$ cat src/rtl/hz_pkg.sv
package hz_pkg;
  localparam int SEL_W = 2;

  typedef enum logic [SEL_W-1:0] {
    SEL_RF  = 2'b00,
    SEL_WB  = 2'b01,
    SEL_EXM = 2'b10
  } opsel_e;
endpackage

$ cat src/rtl/hz_fwd_lane.sv
module hz_fwd_lane
  import hz_pkg::*;
#(
  parameter int AW = 4
) (
  input  logic             clk,
  input  logic             rst_n,
  input  logic [AW-1:0]    src,
  input  logic [AW-1:0]    exm_rd,
  input  logic             exm_wen,
  input  logic [AW-1:0]    wb_rd,
  input  logic             wb_wen,
  output logic [SEL_W-1:0] sel
);
  localparam logic [AW-1:0] ZERO_REG = '0;

  logic   src_live;
  logic   exm_hit;
  logic   wb_hit;
  opsel_e sel_nx;

  always_comb begin
    src_live = (src != ZERO_REG);
    exm_hit  = src_live && exm_wen && (exm_rd == src);
    wb_hit   = src_live && wb_wen  && (wb_rd  == src);
    if (exm_hit) begin
      sel_nx = SEL_EXM;
    end else if (wb_hit) begin
      sel_nx = SEL_WB;
    end else begin
      sel_nx = SEL_RF;
    end
  end

  assign sel = sel_nx;

  p_sel_legal_r1: assert property (@(posedge clk) disable iff (!rst_n)
    sel != 2'b11);
  p_zero_src_r5: assert property (@(posedge clk) disable iff (!rst_n)
    (src == ZERO_REG) |-> (sel == SEL_RF));
  p_no_wen_r6: assert property (@(posedge clk) disable iff (!rst_n)
    (!exm_wen && !wb_wen) |-> (sel == SEL_RF));
  p_exm_prio_r4: assert property (@(posedge clk) disable iff (!rst_n)
    (exm_wen && (exm_rd == src) && (src != ZERO_REG)) |-> (sel == SEL_EXM));
endmodule

$ cat src/rtl/hz_load_stall.sv
module hz_load_stall #(
  parameter int AW = 4
) (
  input  logic          clk,
  input  logic          rst_n,
  input  logic          ex_load,
  input  logic [AW-1:0] ex_rd,
  input  logic [AW-1:0] id_rs,
  input  logic [AW-1:0] id_rt,
  output logic          stall
);
  localparam logic [AW-1:0] ZERO_REG = '0;

  logic dest_live;
  logic use_hit;
  logic stall_nx;

  always_comb begin
    dest_live = (ex_rd != ZERO_REG);
    use_hit   = (ex_rd == id_rs) || (ex_rd == id_rt);
    stall_nx  = ex_load && dest_live && use_hit;
  end

  assign stall = stall_nx;

  p_stall_needs_load_r8: assert property (@(posedge clk) disable iff (!rst_n)
    stall |-> ex_load);
  p_stall_nonzero_r8: assert property (@(posedge clk) disable iff (!rst_n)
    stall |-> (ex_rd != ZERO_REG));
  p_bubble_clears_r9: assert property (@(posedge clk) disable iff (!rst_n)
    (!ex_load) |-> !stall);
endmodule

$ cat src/rtl/hazard_ctl.sv
module hazard_ctl
  import hz_pkg::*;
#(
  parameter int AW = 4
) (
  input  logic             clk,
  input  logic             rst_n,
  input  logic [AW-1:0]    id_rs,
  input  logic [AW-1:0]    id_rt,
  input  logic [AW-1:0]    ex_rs,
  input  logic [AW-1:0]    ex_rt,
  input  logic [AW-1:0]    ex_rd,
  input  logic             ex_load,
  input  logic [AW-1:0]    exm_rd,
  input  logic             exm_wen,
  input  logic [AW-1:0]    wb_rd,
  input  logic             wb_wen,
  output logic [SEL_W-1:0] fwd_a_sel,
  output logic [SEL_W-1:0] fwd_b_sel,
  output logic             pc_hold,
  output logic             ifid_hold,
  output logic             idex_bubble
);
  localparam int N_OPS = 2;

  logic [N_OPS-1:0][AW-1:0]    op_src;
  logic [N_OPS-1:0][SEL_W-1:0] op_sel;
  logic                        stall;

  assign op_src[0] = ex_rs;
  assign op_src[1] = ex_rt;

  for (genvar g = 0; g < N_OPS; g++) begin : g_lane
    hz_fwd_lane #(.AW(AW)) u_lane (
      .clk     (clk),
      .rst_n   (rst_n),
      .src     (op_src[g]),
      .exm_rd  (exm_rd),
      .exm_wen (exm_wen),
      .wb_rd   (wb_rd),
      .wb_wen  (wb_wen),
      .sel     (op_sel[g])
    );
  end

  hz_load_stall #(.AW(AW)) u_stall (
    .clk     (clk),
    .rst_n   (rst_n),
    .ex_load (ex_load),
    .ex_rd   (ex_rd),
    .id_rs   (id_rs),
    .id_rt   (id_rt),
    .stall   (stall)
  );

  assign fwd_a_sel   = op_sel[0];
  assign fwd_b_sel   = op_sel[1];
  assign pc_hold     = stall;
  assign ifid_hold   = stall;
  assign idex_bubble = stall;

  p_stall_cause_r7: assert property (@(posedge clk) disable iff (!rst_n)
    pc_hold |-> (ex_load && ((ex_rd == id_rs) || (ex_rd == id_rt))));
  p_exm_fwd_r2: assert property (@(posedge clk) disable iff (!rst_n)
    (fwd_a_sel == 2'b10) |-> (exm_wen && (exm_rd == ex_rs)));
  p_wb_fwd_r3: assert property (@(posedge clk) disable iff (!rst_n)
    (fwd_b_sel == 2'b01) |-> (wb_wen && (wb_rd == ex_rt)));
endmodule

$ cat config.mk
export PLATFORM = sky130hd
export DESIGN_NAME = hazard_ctl
export DESIGN_NICKNAME = d
export VERILOG_FILES = /design/src/rtl/hz_pkg.sv /design/src/rtl/hz_fwd_lane.sv /design/src/rtl/hz_load_stall.sv /design/src/rtl/hazard_ctl.sv
export SDC_FILE = /design/constraint.sdc
export NUM_CORES = 1
export LEC_CHECK = 0
export BUFFER_PORTS_ARGS = -buffer_cell sky130_fd_sc_hd__buf_2
export CORE_AREA = 2 2 39 41
export DETAILED_ROUTE_END_ITERATION = 8
export DIE_AREA = 0 0 41 43
export PLACE_DENSITY = 0.8
export SETUP_SLACK_MARGIN = 0.05
export SLEW_MARGIN = 20
export SYNTH_ARGS = -nofsm -noshare
export SYNTH_HDL_FRONTEND = slang
export SYNTH_SLANG_ARGS = --single-unit
$ cat constraint.sdc
create_clock -name vclk -period 0.8
set_input_delay 0.04 -clock vclk [all_inputs]
set_output_delay 0.04 -clock vclk [all_outputs]
set_load 0.02 [all_outputs]
# After elaboration in Yosys (flattened, before gate mapping)
# Cells that the tools add are included.
# Widths: inputs -> output; s select.
# totals
regBits,0
# op_classes
n_reduce_logical,14
eq_ne,6
mux,4
# op_table
operator,n
$eq 4x4->1,6
$reduce_bool 4->1,3
$logic_and 1x1->1,10
$mux 2,2
$mux 1,2
$logic_or 1x1->1,1

# Logic depth before layout (Yosys ltp)
# logic_depth
depth_word,5
ltp_mapped,4

# Hierarchy
# A second synthesis with hierarchy kept.
# unflattened
hier_cells,50
hier_area_um2,379.1
# by_module_without_submodules
module,seq_area_each_um2,cells_per_inst,area_each_um2,n_inst
hz_fwd_lane,0.0,18,133.9,2
hz_load_stall,0.0,12,96.3,1
hazard_ctl,0.0,2,15.0,1

# Least setup slack after synthesis
# No wires, ideal clock.
# synth_path
kind,input to output
from,input ex_rd[2]
to,output ifid_hold
slack_ns,-0.195
stages,4
t_arrival_ns,0.955
path_cell_list,xnor2_1 > nand4_1 > a21oi_1 > buf_4
# synth_between
elab_chain_len,3
word_cells_on_any_way,6
cone_classes,eq/ne: 2; reduce/logical: 4
# synth_lines
element,line_no,text
"start, declared",hazard_ctl.sv:12,"input logic [AW-1:0] ex_rd,"
$eq 4x4->1 or $reduce_bool 4->1 (tied branches),"hz_load_stall.sv:20, hz_load_stall.sv:19",
$logic_or 1x1->1 or $logic_and 1x1->1 (tied branches),"hz_load_stall.sv:20, hz_load_stall.sv:21",
$logic_and 1x1->1 *,hz_load_stall.sv:21,stall_nx = ex_load && dest_live && use_hit;
"end, declared",hazard_ctl.sv:21,"output logic ifid_hold,"
# Every way passes the cells marked *; elsewhere a longest branch is shown, timed or not.

# Final worst setup path
# layout_path
from,input ex_rs[2]
to,output fwd_a_sel[0]
# layout_between
elab_chain_len,5
word_cells_on_any_way,9
cone_classes,eq/ne: 2; mux: 2; reduce/logical: 5
# layout_lines
element,line_no,text
"start, declared",hazard_ctl.sv:10,"input logic [AW-1:0] ex_rs,"
$reduce_bool 4->1,hz_fwd_lane.sv:23,src_live = (src != ZERO_REG);
$logic_and 1x1->1 (2 in a row),hz_fwd_lane.sv:25,wb_hit = src_live && wb_wen && (wb_rd == src);
$mux 1,hz_fwd_lane.sv:28,end else if (wb_hit) begin
$mux 2 *,hz_fwd_lane.sv:26,if (exm_hit) begin
"end, declared",hazard_ctl.sv:18,"output logic [SEL_W-1:0] fwd_a_sel,"
# Marks and branches as above.

==> run summary <==
run status -> complete, but fails checks
violations in the final reports -> negative setup slack
Slew @ Worst Pin -> 305 ps
CLK BUF -> 0
area taken by multi-input logic gates -> 554 um2
unique cell type count in the Yosys netlist -> 13
Post-layout nets -> 122
worst setup path startpoint -> ex_rs[2]
I/O pin count -> 40
Net Count, Synth -> 83
required time of the critical path -> 760 ps
fraction of layout instances using a drive strength above 1 -> 78.2%
synthesized area divided by synthesized cell count -> 7.58 um2
Tcrit/Tclk final -> 120%
cell taking the most area after synthesis -> sky130_fd_sc_hd__xnor2_1
leakage dissipation -> 0.000417 uW
clock share of power -> 0%
worst-case vdd ir drop -> 0.281 mV
Via density -> 5.14
Final Non-Filler Cells -> 103
area of the die -> 1760 um2
net switching power -> 219 uW
combinational share of power -> 100.0%
Die W -> 41 um
Fin Hold WS -> 410 ps
wire length per cell -> 14.1 um
maximum number of pins on one net before global-route repair -> 5
Worst Hold Depth -> 4
antenna violations before repair -> 0
gr usage total -> 14.4%
count of warnings emitted by yosys -> 0
fin util -> 71.0%
final hold violations -> 0
total power per unit cell area -> 551 nW/um2
biggest area contributors in the synthesized netlist -> sky130_fd_sc_hd__xnor2_1 46%, sky130_fd_sc_hd__a221oi_2 7.9%, sky130_fd_sc_hd__buf_4 7.9%, sky130_fd_sc_hd__nand4_1 6.6%, sky130_fd_sc_hd__and4_4 5.9%
worst setup timing slack at the placement stage -> -253 ps
Min-Delay Path Class -> primary input to output pin
maximum fanout along the worst path -> 4
relative slew slack -> 79.6%
diodes inserted -> 0
number of nets with antenna violations after detailed routing -> 0
minimum clock period -> 961 ps
area overhead of the layout relative to synthesis -> 159%
total number of sequential cells -> 0
critical path startpoint category -> primary input
total of max-cap violations -> 0
highest clock frequency the design can meet -> 1040 MHz
fraction of power spent switching nets -> 40.5%
global-route congestion overflow total -> 0
CORE AREA -> 1380 um2
sequential share of the synthesized area -> 0%
via count of the first global-routing pass -> 526
Post-Synthesis Cells -> 50
hold path startpoint -> ex_load
final setup margin -> -161 ps
Row Count -> 14
Pins Over Slew Limit -> 0
Buffers on Ports -> 38
placed standard-cell area -> 661 um2
type of the setup path with the least slack -> primary input to output pin
count of vias placed by the detailed router -> 529
Placed Cells -> 102
terminating pin of the worst hold path -> pc_hold
detailed-router iteration count before antenna repair -> 2
storage element area -> 0 um2
CP peak stage delay -> 390 ps
total internal power -> 322 uW
Filler cells -> 93
height of the die -> 43 um
summed area of non-filler cells in the final layout -> 982 um2
effective utilization at floorplan -> 27.4%
fraction of power consumed by sequential logic -> 0%
kind of end point of the critical path -> output pin
unrepaired setup endpoints after global routing -> true
wirelength, routed -> 1460 um
cell-by-cell trace of the critical path -> buf_8, or3_4, a221oi_4, buf_6
Post-Synthesis Cell Area -> 379 um2
cell with the largest stage delay on the worst path -> sky130_fd_sc_hd__or3_4
data arrival at the endpoint of the critical path -> 920 ps
area share of the leading cell type in the synthesized netlist -> 46.2%
final setup violating endpoints -> 7
number of DRC violations after detailed routing -> 0
first-pass GRT wire length -> 1860 um
First DRT Iteration DRCs -> 1
routability-driven placement congestion ratio -> 0.644
layer usage:
metal / track usage, % / share of wire (%) / routed length (um)
met5: 0 / 0 / 0
met4: 0 / 0 / 0
met3: 0 / 10 / 146
met2: 33.8 / 57 / 827
met1: 11.5 / 33 / 483
per-stage QoR:
stage / TNS [ps] / total power, uW
2_1_floorplan: -28.9 / 212
3_3_place_gp: -980 / 353
3_5_place_dp: -1110 / 361
4_1_cts: -686 / 489
5_1_grt: -852 / 571
6_report: -666 / 541
cells in the final DEF (no fill, tap or decap), drive strengths merged:
master,Yosys,routed
a221oi,2,2
o41ai,1,1
nand4,4,4
buf,4,41
xnor2,20,20
and2,2,2
and4,2,2
a21oi,1,1
or3,2,2
nor3,4,4
nand2,4,4
or2,2,2
o21ai,2,2
cell type report:
type | count | area share [%]
Timing Repair Buffer | 41 | 41.5
Multi-Input combinational cell | 46 | 56.4
Tap cell | 16 | 2.04
Yosys cell counts:
library cell / count
sky130_fd_sc_hd__xnor2_1: 20
sky130_fd_sc_hd__buf_4: 4
sky130_fd_sc_hd__nand2_1: 4
sky130_fd_sc_hd__nand4_1: 4
sky130_fd_sc_hd__nor3_1: 4
sky130_fd_sc_hd__a221oi_2: 2
sky130_fd_sc_hd__and2_1: 2
sky130_fd_sc_hd__and4_4: 2
sky130_fd_sc_hd__o21ai_1: 2
sky130_fd_sc_hd__or2_2: 2
sky130_fd_sc_hd__or3_1: 2
sky130_fd_sc_hd__a21oi_1: 1
sky130_fd_sc_hd__o41ai_1: 1
critical path, delay by kind of cell:
| kind | cells | cell delay, ps |
|---|---|---|
| buffers and inverters | 2 | 260 |
| AOI/OAI and AO/OA | 1 | 240 |
| and+or+nand+nor | 1 | 390 |
power groups by stage:
stage | Sequential (uW) | Clock, uW | Combinational [uW]
after CTS | 0 | 0 | 489
after global routing | 0 | 0 | 571
after detailed placement | 0 | 0 | 361
final | 0 | 0 | 541
after global placement | 0 | 0 | 353
after floorplan | 0 | 0 | 212
how the worst max path moves through the flow:
| stage | endpoint | slack, ps | cells after the start |
|---|---|---|---|
| floorplan | fwd_a_sel[0] | -10 | 2 |
| global placement | fwd_b_sel[0] | -240 | 5 |
| detailed placement | fwd_a_sel[0] | -250 | 6 |
| CTS | fwd_a_sel[0] | -160 | 4 |
| global route | fwd_a_sel[0] | -190 | 6 |
| finish | fwd_a_sel[0] | -160 | 4 |
cell families (layout without fill, tap and decap cells):
kind of cell              count (synthesis)  in the layout  synth area share, %
AOI/OAI and AO/OA                         6              6                 14.2
and+or+nand+nor                          20             20                 31.7
xor gates and xnor gates                 20             20                 46.2
buffers and inverters                     4             41                 7.92
timing repair:
| action | CTS | global route |
|---|---|---|
| hold buffers | 0 | 0 |
| resized for setup | 56 | 17 |
| cloned | 0 | 0 |
| buffers inserted | 1 | 0 |
| pin swaps | 16 | 11 |
| setup endpoints to repair | 7 | 7 |
Note: power is estimated with default switching activity, not from simulation.
